$ cat src/rtl/dram_seq_pkg.sv
package dram_seq_pkg;

  typedef enum logic [2:0] {
    ST_PAUSE,
    ST_ARM,
    ST_CSR,
    ST_RAS,
    ST_PRE,
    ST_IDLE,
    ST_SELF
  } seq_state_e;

  typedef enum logic [2:0] {
    K_INIT,
    K_REG,
    K_SR_PRE,
    K_SR_HOLD,
    K_SR_POST
  } cyc_kind_e;

  function automatic int ns2cyc(input int ns, input int clk_ns);
    return (ns + clk_ns - 1) / clk_ns;
  endfunction

  function automatic int max2(input int a, input int b);
    return (a > b) ? a : b;
  endfunction

endpackage

$ cat src/rtl/seq_timer.sv
module seq_timer #(
  parameter int W       = 8,
  parameter int RST_VAL = 0
) (
  input  logic         clk_i,
  input  logic         rst_ni,
  input  logic         load_i,
  input  logic [W-1:0] val_i,
  output logic         done_o
);

  logic [W-1:0] cnt_q;

  always_ff @(posedge clk_i or negedge rst_ni) begin
    if (!rst_ni)             cnt_q <= W'(RST_VAL);
    else if (load_i)         cnt_q <= val_i;
    else if (cnt_q != '0)    cnt_q <= cnt_q - 1'b1;
  end

  assign done_o = (cnt_q == '0);

  p_load_r3: assert property (@(posedge clk_i) disable iff (!rst_ni)
    load_i |=> (cnt_q == $past(val_i)));

endmodule

$ cat src/rtl/refresh_pacer.sv
module refresh_pacer #(
  parameter int REF_CYC  = 400,
  parameter int LEAD_CYC = 50
) (
  input  logic clk_i,
  input  logic rst_ni,
  input  logic start_i,
  input  logic hold_i,
  output logic due_o,
  output logic force_o
);

  localparam int CW       = $clog2(REF_CYC + 1);
  localparam int DUE_AT   = REF_CYC - LEAD_CYC;
  localparam int FORCE_AT = REF_CYC - 2;

  logic [CW-1:0] cnt_q;

  always_ff @(posedge clk_i or negedge rst_ni) begin
    if (!rst_ni)                   cnt_q <= '0;
    else if (start_i || hold_i)    cnt_q <= '0;
    else if (cnt_q != CW'(REF_CYC)) cnt_q <= cnt_q + 1'b1;
  end

  assign due_o   = (cnt_q >= CW'(DUE_AT));
  assign force_o = (cnt_q >= CW'(FORCE_AT));

  // a start must land inside the interval limit
  p_start_in_time_r5: assert property (@(posedge clk_i) disable iff (!rst_ni)
    start_i |-> (cnt_q < CW'(REF_CYC)));

endmodule

$ cat src/rtl/dwell_meter.sv
module dwell_meter #(
  parameter int MIN_CYC  = 5,
  parameter int LONG_CYC = 200
) (
  input  logic clk_i,
  input  logic rst_ni,
  input  logic active_i,
  output logic min_o,
  output logic long_o
);

  localparam int TOP = (MIN_CYC > LONG_CYC) ? MIN_CYC : LONG_CYC;
  localparam int CW  = $clog2(TOP + 1);

  logic [CW-1:0] cnt_q;

  always_ff @(posedge clk_i or negedge rst_ni) begin
    if (!rst_ni)                cnt_q <= '0;
    else if (!active_i)         cnt_q <= '0;
    else if (cnt_q != CW'(TOP)) cnt_q <= cnt_q + 1'b1;
  end

  // counts include the current active clock
  assign min_o  = (cnt_q >= CW'(MIN_CYC - 1));
  assign long_o = (cnt_q >= CW'(LONG_CYC - 1));

  p_long_sticky_r11: assert property (@(posedge clk_i) disable iff (!rst_ni)
    (long_o && active_i) |=> (long_o || !active_i));

endmodule

$ cat src/rtl/dram_refresh_seq.sv
module dram_refresh_seq
  import dram_seq_pkg::*;
#(
  parameter int CLK_NS      = 4,
  parameter int PAUSE_NS    = 200000,
  parameter int REF_NS      = 15600,
  parameter int LEAD_NS     = 1000,
  parameter int CSR_NS      = 10,
  parameter int RAS_NS      = 50,
  parameter int RP_NS       = 30,
  parameter int RPS_NS      = 90,
  parameter int SELF_NS     = 100000,
  parameter int INIT_CYCLES = 8
) (
  input  logic clk_i,
  input  logic rst_ni,
  input  logic self_ref_req_i,
  input  logic access_busy_i,
  output logic ready_o,
  output logic busy_o,
  output logic ras_n_o,
  output logic cas_n_o,
  output logic we_n_o
);

  localparam int PAUSE_CYC = ns2cyc(PAUSE_NS, CLK_NS);
  localparam int REF_CYC   = ns2cyc(REF_NS, CLK_NS);
  localparam int LEAD_CYC  = ns2cyc(LEAD_NS, CLK_NS);
  localparam int CSR_CYC   = ns2cyc(CSR_NS, CLK_NS);
  localparam int RAS_CYC   = ns2cyc(RAS_NS, CLK_NS);
  localparam int RP_CYC    = ns2cyc(RP_NS, CLK_NS);
  localparam int RPS_CYC   = ns2cyc(RPS_NS, CLK_NS);
  localparam int SELF_CYC  = ns2cyc(SELF_NS, CLK_NS);
  localparam int MAX_DUR   = max2(max2(PAUSE_CYC, RPS_CYC), max2(max2(CSR_CYC, RAS_CYC), RP_CYC));
  localparam int TW        = $clog2(MAX_DUR + 1);
  localparam int IW        = $clog2(INIT_CYCLES + 1);

  seq_state_e      state_q, state_d;
  cyc_kind_e       kind_q, kind_d;
  logic [IW-1:0]   init_q, init_d;
  logic            ready_q, ready_d;
  logic            tmr_load, tmr_done;
  logic [TW-1:0]   tmr_val;
  logic            due, force_ref, start, hold;
  logic            dwell_min, dwell_long;

  seq_timer #(.W(TW), .RST_VAL(PAUSE_CYC - 1)) u_timer (
    .clk_i, .rst_ni, .load_i(tmr_load), .val_i(tmr_val), .done_o(tmr_done)
  );

  refresh_pacer #(.REF_CYC(REF_CYC), .LEAD_CYC(LEAD_CYC)) u_pacer (
    .clk_i, .rst_ni, .start_i(start), .hold_i(hold), .due_o(due), .force_o(force_ref)
  );

  dwell_meter #(.MIN_CYC(RAS_CYC), .LONG_CYC(SELF_CYC)) u_dwell (
    .clk_i, .rst_ni, .active_i(state_q == ST_SELF), .min_o(dwell_min), .long_o(dwell_long)
  );

  always_comb begin
    state_d  = state_q;
    kind_d   = kind_q;
    init_d   = init_q;
    ready_d  = ready_q;
    tmr_load = 1'b0;
    tmr_val  = '0;
    unique case (state_q)
      ST_PAUSE: if (tmr_done) begin
        state_d  = ST_CSR;
        kind_d   = K_INIT;
        tmr_load = 1'b1;
        tmr_val  = TW'(CSR_CYC - 1);
      end
      ST_ARM: begin
        state_d  = ST_CSR;
        tmr_load = 1'b1;
        tmr_val  = TW'(CSR_CYC - 1);
      end
      ST_CSR: if (tmr_done) begin
        if (kind_q == K_SR_HOLD) begin
          state_d = ST_SELF;
        end else begin
          state_d  = ST_RAS;
          tmr_load = 1'b1;
          tmr_val  = TW'(RAS_CYC - 1);
        end
      end
      ST_RAS: if (tmr_done) begin
        state_d  = ST_PRE;
        tmr_load = 1'b1;
        tmr_val  = TW'(RP_CYC - 1);
      end
      ST_PRE: if (tmr_done) begin
        unique case (kind_q)
          K_INIT: begin
            if (init_q == IW'(INIT_CYCLES - 1)) begin
              state_d = ST_IDLE;
              ready_d = 1'b1;
            end else begin
              init_d   = init_q + 1'b1;
              state_d  = ST_CSR;
              tmr_load = 1'b1;
              tmr_val  = TW'(CSR_CYC - 1);
            end
          end
          K_SR_PRE: begin
            if (self_ref_req_i) begin
              state_d  = ST_CSR;
              kind_d   = K_SR_HOLD;
              tmr_load = 1'b1;
              tmr_val  = TW'(CSR_CYC - 1);
            end else begin
              state_d = ST_IDLE;
            end
          end
          K_SR_HOLD: begin
            // refresh right after leaving self refresh
            state_d  = ST_CSR;
            kind_d   = K_SR_POST;
            tmr_load = 1'b1;
            tmr_val  = TW'(CSR_CYC - 1);
          end
          default: state_d = ST_IDLE;
        endcase
      end
      ST_IDLE: begin
        if (due && (!access_busy_i || force_ref)) begin
          state_d = ST_ARM;
          kind_d  = K_REG;
        end else if (self_ref_req_i && !access_busy_i) begin
          state_d = ST_ARM;
          kind_d  = K_SR_PRE;
        end
      end
      ST_SELF: if (!self_ref_req_i && dwell_min) begin
        state_d  = ST_PRE;
        tmr_load = 1'b1;
        tmr_val  = dwell_long ? TW'(RPS_CYC - 1) : TW'(RP_CYC - 1);
      end
      default: state_d = ST_IDLE;
    endcase
  end

  always_ff @(posedge clk_i or negedge rst_ni) begin
    if (!rst_ni) begin
      state_q <= ST_PAUSE;
      kind_q  <= K_INIT;
      init_q  <= '0;
      ready_q <= 1'b0;
    end else begin
      state_q <= state_d;
      kind_q  <= kind_d;
      init_q  <= init_d;
      ready_q <= ready_d;
    end
  end

  assign start   = (state_d == ST_CSR) && (state_q != ST_CSR);
  assign hold    = (state_q == ST_PAUSE) || (state_q == ST_SELF);

  assign ready_o = ready_q;
  assign busy_o  = (state_q != ST_IDLE);
  assign ras_n_o = !(state_q inside {ST_RAS, ST_SELF});
  assign cas_n_o = !(state_q inside {ST_CSR, ST_RAS, ST_SELF});
  assign we_n_o  = 1'b1;

  p_cas_lead_r3: assert property (@(posedge clk_i) disable iff (!rst_ni)
    $fell(ras_n_o) |-> (!cas_n_o && $past(!cas_n_o)));

  p_release_r3: assert property (@(posedge clk_i) disable iff (!rst_ni)
    $rose(ras_n_o) |-> $rose(cas_n_o));

  p_ready_sticky_r2: assert property (@(posedge clk_i) disable iff (!rst_ni)
    ready_o |=> ready_o);

  p_busy_lead_r7: assert property (@(posedge clk_i) disable iff (!rst_ni)
    ($fell(cas_n_o) && ready_o) |-> $past(busy_o));

  p_hold_after_init_r9: assert property (@(posedge clk_i) disable iff (!rst_ni)
    (state_q == ST_SELF) |-> ready_o);

endmodule

$ cat config.mk
export PLATFORM = sky130hd
export DESIGN_NAME = dram_refresh_seq
export DESIGN_NICKNAME = d
export VERILOG_FILES = /design/src/rtl/dram_seq_pkg.sv /design/src/rtl/seq_timer.sv /design/src/rtl/refresh_pacer.sv /design/src/rtl/dwell_meter.sv /design/src/rtl/dram_refresh_seq.sv
export SDC_FILE = /design/constraint.sdc
export NUM_CORES = 1
export LEC_CHECK = 0
export BUFFER_PORTS_ARGS = -buffer_cell sky130_fd_sc_hd__buf_2
export CELL_PAD_IN_SITES_DETAIL_PLACEMENT = 0
export CELL_PAD_IN_SITES_GLOBAL_PLACEMENT = 1
export CORE_ASPECT_RATIO = 1.2
export CORE_UTILIZATION = 48
export CTS_CLUSTER_SIZE = 24
export DETAILED_ROUTE_END_ITERATION = 10
export GPL_TIMING_DRIVEN = 1
export PLACE_DENSITY_LB_ADDON = 0.1
export RECOVER_POWER = 50
export SYNTH_ARGS = -nofsm -noshare
export SYNTH_HDL_FRONTEND = slang
export SYNTH_SLANG_ARGS = --single-unit
export TNS_END_PERCENT = 30
$ cat constraint.sdc
create_clock -name clk_i -period 2.16 [get_ports clk_i]
set_input_delay 0.324 -clock clk_i [delete_from_list [all_inputs] [get_ports clk_i]]
set_output_delay 0.324 -clock clk_i [all_outputs]
set_load 0.02 [all_outputs]
Yosys cells after proc, flatten, opt, wreduce, memory -nomap -nowiden. Cells that the tools add are included. W data, S select, Z words.

$add $sub $neg: 4. Eq/ne operators: 20. Reduce and logical (&&, ||, !) cells: 24. Order comparisons: 4. Mux-type cells: 45. Bitwise operators: 1.

Operators by type and width (count): $mux W3 (16); $mux W16 (2); $mux W15 (2); $pmux W5 S6 (1); $ge A12 B12 Y1 const B (2); $mux W12 (2); $pmux W3 S7 (1); $pmux W3 S3 (2); $logic_not A16 Y1 (1); $reduce_bool A16 Y1 (1); $sub A16 B1 Y16 const B (1); $add A15 B1 Y15 const B (1); $eq A3 B2 Y1 const B (5); $ge A15 B15 Y1 const B (1); $ge A15 B4 Y1 const B (1); $ne A15 B15 Y1 const B (1); $add A12 B1 Y12 const B (1); $ne A12 B12 Y1 const B (1); $ne A3 B3 Y1 const B (4); $mux W5 (2); $eq A3 B3 Y1 const B (3); $mux W2 (4); $mux W4 (2); $reduce_and A4 Y1 (2); other kinds (19) (39).

Input bits: 4. Word-level logic and storage cells: 105. Output and inout port bits: 5. Register bits: 54.

Logic depth before layout (Yosys ltp).
Depth in word-level cells: 9. Gate-level depth with buffers: 8. Gate-level depth less buffers: 7.

Modules after synthesis. A second synthesis with hierarchy kept.

Cells, all modules: 370. Area, all modules: 3438.3 sq um.

By module, submodules not included: seq_timer (cells each 104, area each 970.9 sq um, times used 1, seq. area each 411.6 sq um); dwell_meter (cells each 92, area each 890.9 sq um, times used 1, seq. area each 375.4 sq um); dram_refresh_seq (cells each 96, area each 828.3 sq um, times used 1, seq. area each 275.3 sq um); refresh_pacer (cells each 78, area each 748.2 sq um, times used 1, seq. area each 300.3 sq um).

Least setup slack after synthesis. Ideal clock, no wire load.

Path type: reg2reg. Start: register u_timer.cnt_q[7]. End: register kind_q[1]. Period minus slack after synthesis: 1938 ps. Stages on the path, launching flop included: 6. Required time: 2035 ps. Arrival: 1813 ps. Path slack: 222 ps. Setup time: 125 ps. Path buffers: 0. Cell sequence: dfrtp_1 -> or3_4 -> nor4_4 -> a32oi_1 -> o21ai_1 -> mux2_2.

Word-level cells in the longest chain between the ends: 3. Elaborated cells between the ends (all ways): 4. Those cells by class: eq/ne (2); reduce/logical (2).

RTL lines: start: declaration (RTL line seq_timer.sv:12) `logic [W-1:0] cnt_q;`; start signal: assignment (RTL line seq_timer.sv:15) `if (!rst_ni) cnt_q <= W'(RST_VAL);`; start signal: assignment (RTL line seq_timer.sv:16) `else if (load_i) cnt_q <= val_i;`; start signal: assignment (RTL line seq_timer.sv:17) `else if (cnt_q != '0) cnt_q <= cnt_q - 1'b1;`; $logic_not A16 Y1 (*) (RTL line seq_timer.sv:20) `assign done_o = (cnt_q == '0);`; $ne A2 B2 Y1 (no source line); $reduce_and A6 Y1 (no source line) (*); end signal: assignment (RTL line dram_refresh_seq.sv:151) `kind_q <= kind_d;`; end: declaration (RTL line dram_refresh_seq.sv:39) `cyc_kind_e kind_q, kind_d;`.

Every way passes the cells marked *; elsewhere a longest branch is shown, timed or not. A chain may end at the register's enable or synchronous reset.

Worst setup path after layout.
Start: register u_timer.cnt_q[13]. End: register kind_q[1].

The elaborated chain is that of the path after synthesis.

==> impl_metrics.sql <==
INSERT INTO impl_metrics (metric_group, metric, value, unit) VALUES
('timing', 'setup-violations-final', '0', ''),
('final_layout', 'nets', '374', ''),
('synthesis', 'synth_fp_nets', '356', ''),
('global_routing', 'grt_pass1_wl', '11500', 'µm'),
('routing', 'routed_wirelength', '6490', 'µm'),
('final_layout', 'insertedDiodeCount', '0', ''),
('timing', 'finalWorstPathRequiredPeriod', '2.10', 'ns'),
('routing', 'detail_route.first_pass.iterations', '4', ''),
('routing', 'route.detailed.drc', '0', ''),
('placed_design', 'dp_worst_setup_slack', '0.0460', 'ns'),
('critical_path', 'slowest_delay', '0.46', 'ns'),
('die', 'count_of_pins_on_the_block_boundary', '9', ''),
('global_routing', 'antenna_found_initial', '0', ''),
('placed_design', 'number_of_cells_after_detailed_placement', '437', ''),
('die', 'site_rows', '31', ''),
('final_layout', 'fraction_of_final_layout_cells_with_drive_strength_greater_than_1', '11.0', '%'),
('critical_path', 'kind_of_launch_point_of_the_worst_setup_path', 'flip-flop', ''),
('critical_path', 'critPathMaxFanout', '5', ''),
('routing', 'wire_per_inst', '14.6', 'µm'),
('power', 'pwr_density_cell', '499', 'nW/µm²'),
('synthesis', 'synth-edff-count', '0', ''),
('run', 'timing.max_cap.violations', '0', ''),
('critical_path', 'setup.worst_path.class', 'reg2reg', ''),
('critical_path', 'cp_cell_sequence', 'or3_1, nor4_4, a32oi_1, o21ai_1, mux2_2', ''),
('routing', 'routed-via-count', '2507', ''),
('die', 'core', '6170', 'µm²'),
('final_layout', 'layout.core_utilization', '55.8', '%'),
('die', 'floorplan.initialDensity', '50.9', '%'),
('clock_tree', 'clock_latency', '0.31', 'ns'),
('global_routing', 'via_count_of_the_first_global_routing_pass', '2507', ''),
('timing', 'tns', '0', 'ns'),
('clock_tree', 'clock-root-buffer', 'sky130_fd_sc_hd__clkbuf_8', ''),
('synthesis', 'yosys_most_used_dff', 'sky130_fd_sc_hd__dfrtp_1', ''),
('synthesis', 'synthesis.area_per_instance', '9.12', 'µm²'),
('die', 'floorplan.die_area', '6870', 'µm²'),
('clock_tree', 'clk_path_buf_depth', '2', ''),
('final_layout', 'final-instance-count-excl-fill', '445', ''),
('synthesis', 'synthCells', '344', ''),
('clock_tree', 'cts-htree-levels', '2', ''),
('critical_path', 'reg2reg_depth', '5', ''),
('synthesis', 'post_synth_num_cell_types', '54', ''),
('critical_path', 'setup.worst_path.end_class', 'flip-flop', ''),
('clock_tree', 'numCtsBuffers', '5', ''),
('routing', 'via_per_inst', '5.63', ''),
('routing', 'antenna_left', '0', ''),
('synthesis', 'seq_area_frac_synth', '43.4', '%'),
('synthesis', 'yosysWarnings', '0', ''),
('synthesis', 'cell_area_after_synthesis', '3140', 'µm²'),
('routing', 'dr.first_iter.drc_count', '113', ''),
('synthesis', 'ys_seq_elements', '54', ''),
('timing', 'slew_viol_final', '0', ''),
('critical_path', 'critPathRequiredTime', '2.36', 'ns'),
('power', 'cellLeakagePower', '1.42', 'nW'),
('final_layout', 'layout.area.seq', '1360', 'µm²'),
('critical_path', 'cp.buffers_inverters', '0', ''),
('clock_tree', 'cts.sinks', '54', ''),
('critical_path', 'timing.critical_path.depth', '5', ''),
('outcome', 'result_of_the_run', 'complete, no violations', ''),
('clock_tree', 'path_clk_slew', '0.10', 'ns'),
('timing', 'final_skew', '0.0107', 'ns'),
('final_layout', 'multiInputGateArea', '1670', 'µm²'),
('power', 'power_after_layout', '1.72', 'mW'),
('synthesis', 'synth-async-reset-ratio', '100', '%'),
('die', 'fp.dieH', '90.6', 'µm'),
('global_routing', 'grt_max_degree', '27', ''),
('timing', 'slew_margin_rel', '7.31', '%'),
('power', 'irDropWorstVdd', '0.410', 'mV'),
('placed_design', 'gpl.final_weighted_congestion', '0.841', ''),
('die', 'die_width', '75.8', 'µm'),
('global_routing', 'grt_remaining_overflow', '0', ''),
('timing', 'hold_viol_final', '0', '');
cell usage after synthesis (2+ instances only):
cell type / instances / area, µm²
sky130_fd_sc_hd__dfstp_2: 9 / 236
sky130_fd_sc_hd__mux2_1: 3 / 33.8
sky130_fd_sc_hd__xnor2_1: 21 / 184
sky130_fd_sc_hd__and2_1: 5 / 31.3
sky130_fd_sc_hd__nand3_1: 14 / 70.1
sky130_fd_sc_hd__a21oi_1: 17 / 85.1
sky130_fd_sc_hd__and3b_1: 2 / 17.5
sky130_fd_sc_hd__nand2_1: 24 / 90.1
sky130_fd_sc_hd__o21ai_0: 9 / 45.0
sky130_fd_sc_hd__nor4_1: 7 / 43.8
sky130_fd_sc_hd__inv_1: 13 / 48.8
sky130_fd_sc_hd__or4_1: 2 / 15.0
sky130_fd_sc_hd__ha_1: 8 / 100
sky130_fd_sc_hd__clkbuf_1: 7 / 26.3
sky130_fd_sc_hd__nand3b_1: 3 / 22.5
sky130_fd_sc_hd__nand4_1: 10 / 62.6
sky130_fd_sc_hd__dfrtp_1: 45 / 1130
sky130_fd_sc_hd__o211ai_1: 2 / 15.0
sky130_fd_sc_hd__nand2b_1: 4 / 25.0
sky130_fd_sc_hd__o31ai_1: 3 / 22.5
sky130_fd_sc_hd__nor2_1: 50 / 188
sky130_fd_sc_hd__o22ai_1: 3 / 18.8
sky130_fd_sc_hd__buf_2: 3 / 15.0
sky130_fd_sc_hd__nor2b_1: 3 / 18.8
sky130_fd_sc_hd__and3_1: 4 / 25.0
sky130_fd_sc_hd__nor3_1: 11 / 55.1
sky130_fd_sc_hd__a31oi_1: 3 / 18.8
sky130_fd_sc_hd__mux2_2: 2 / 22.5
sky130_fd_sc_hd__o21ai_1: 3 / 15.0
sky130_fd_sc_hd__and4_1: 5 / 43.8
sky130_fd_sc_hd__or3_1: 7 / 43.8
sky130_fd_sc_hd__xor2_1: 14 / 123
sky130_fd_sc_hd__buf_4: 2 / 15.0
sky130_fd_sc_hd__a22o_1: 3 / 26.3
sky130_fd_sc_hd__a211oi_1: 4 / 30.0
metal layers:
| metal | up-vias | part of all wire [%] | track usage [%] |
|---|---|---|---|
| met4 | 0 | 1.3 | 6.94 |
| met1 | 1209 | 47 | 28.0 |
| met2 | 38 | 49 | 34.7 |
| met3 | 8 | 2.3 | 3.68 |
| met5 | - | 0 | 0 |
| li1 | 1252 | - | - |
sequential cells by signal (all words and copies together), names as in the netlist:
signal         cells
init_q             4
kind_q             3
u_dwell.cnt_q     15
u_pacer.cnt_q     12
u_timer.cnt_q     16
ready_o            1
state_q            3
placed cells by master (no fill, tap or decap), types with 4 or more instances in the layout:
master                     count
sky130_fd_sc_hd__a211oi_1      4
sky130_fd_sc_hd__a21oi_1      17
sky130_fd_sc_hd__and2_1        4
sky130_fd_sc_hd__and3_1        4
sky130_fd_sc_hd__and4_1        5
sky130_fd_sc_hd__buf_2         6
sky130_fd_sc_hd__buf_4        12
sky130_fd_sc_hd__clkbuf_1      6
sky130_fd_sc_hd__clkbuf_8      5
sky130_fd_sc_hd__dfrtp_1      45
sky130_fd_sc_hd__dfstp_2       9
sky130_fd_sc_hd__ha_1          8
sky130_fd_sc_hd__inv_1        13
sky130_fd_sc_hd__nand2_1      24
sky130_fd_sc_hd__nand2b_1      4
sky130_fd_sc_hd__nand3_1      14
sky130_fd_sc_hd__nand4_1      10
sky130_fd_sc_hd__nor2_1       50
sky130_fd_sc_hd__nor3_1       11
sky130_fd_sc_hd__nor4_1        7
sky130_fd_sc_hd__o21ai_0       9
sky130_fd_sc_hd__or3_1         7
sky130_fd_sc_hd__xnor2_1      21
sky130_fd_sc_hd__xor2_1       14
kinds of logic after synthesis:
| logic type | share of synthesized area (%) |
|---|---|
| AO/OA/AOI/OAI | 11.6 |
| XOR/XNOR | 9.77 |
| adder cells (fa/ha/maj) | 3.19 |
| buffers and inverters | 3.35 |
| flip-flops | 43.4 |
| multiplexers | 2.11 |
| other | 0.120 |
| AND/OR/NAND/NOR | 26.4 |
power by group:
group	internal (mW)	switching, mW
logic	0.00363	0.0246
clock network	0.348	0.329
registers	1.01	0
total	1.36	0.353
cell type report:
class                           count  area share, %
Multi-Input combinational cell    265           48.6
Clock inverter                      1          0.873
Inverter                           13           1.42
Sequential cell                    54           39.6
Timing Repair Buffer               23           4.26
Tap cell                           82           2.98
Clock buffer                        7           2.22
final timing paths:
kind | startpoint | endpoint | slack [ns]
worst min-delay path | rst_ni | u_timer.cnt_q[11] | 0.31
max in group asynchronous | rst_ni | u_timer.cnt_q[1] | 0.72
min in group clk_i | access_busy_i | state_q[2] | 0.42
worst max-delay path | u_timer.cnt_q[13] | kind_q[1] | 0.06
worst min register to register | init_q[3] | init_q[3] | 0.47
worst max register to register | u_timer.cnt_q[13] | kind_q[1] | 0.06
what timing repair did:
action,4_1_cts,5_1_grt
setup buffers,0,0
setup endpoints to repair,0,8
hold buffers,0,0
resized for setup,0,2
metrics by stage:
stage / hold slack (ns) / instance area (µm²)
5_1_grt: 0.431 / 3440
3_5_place_dp: 0.370 / 3340
4_1_cts: 0.0266 / 3450
6_report: 0.315 / 3440
2_1_floorplan: 0.0284 / 3140
3_3_place_gp: 0.361 / 3340
No activity file was read; power rests on OpenSTA's default activity.
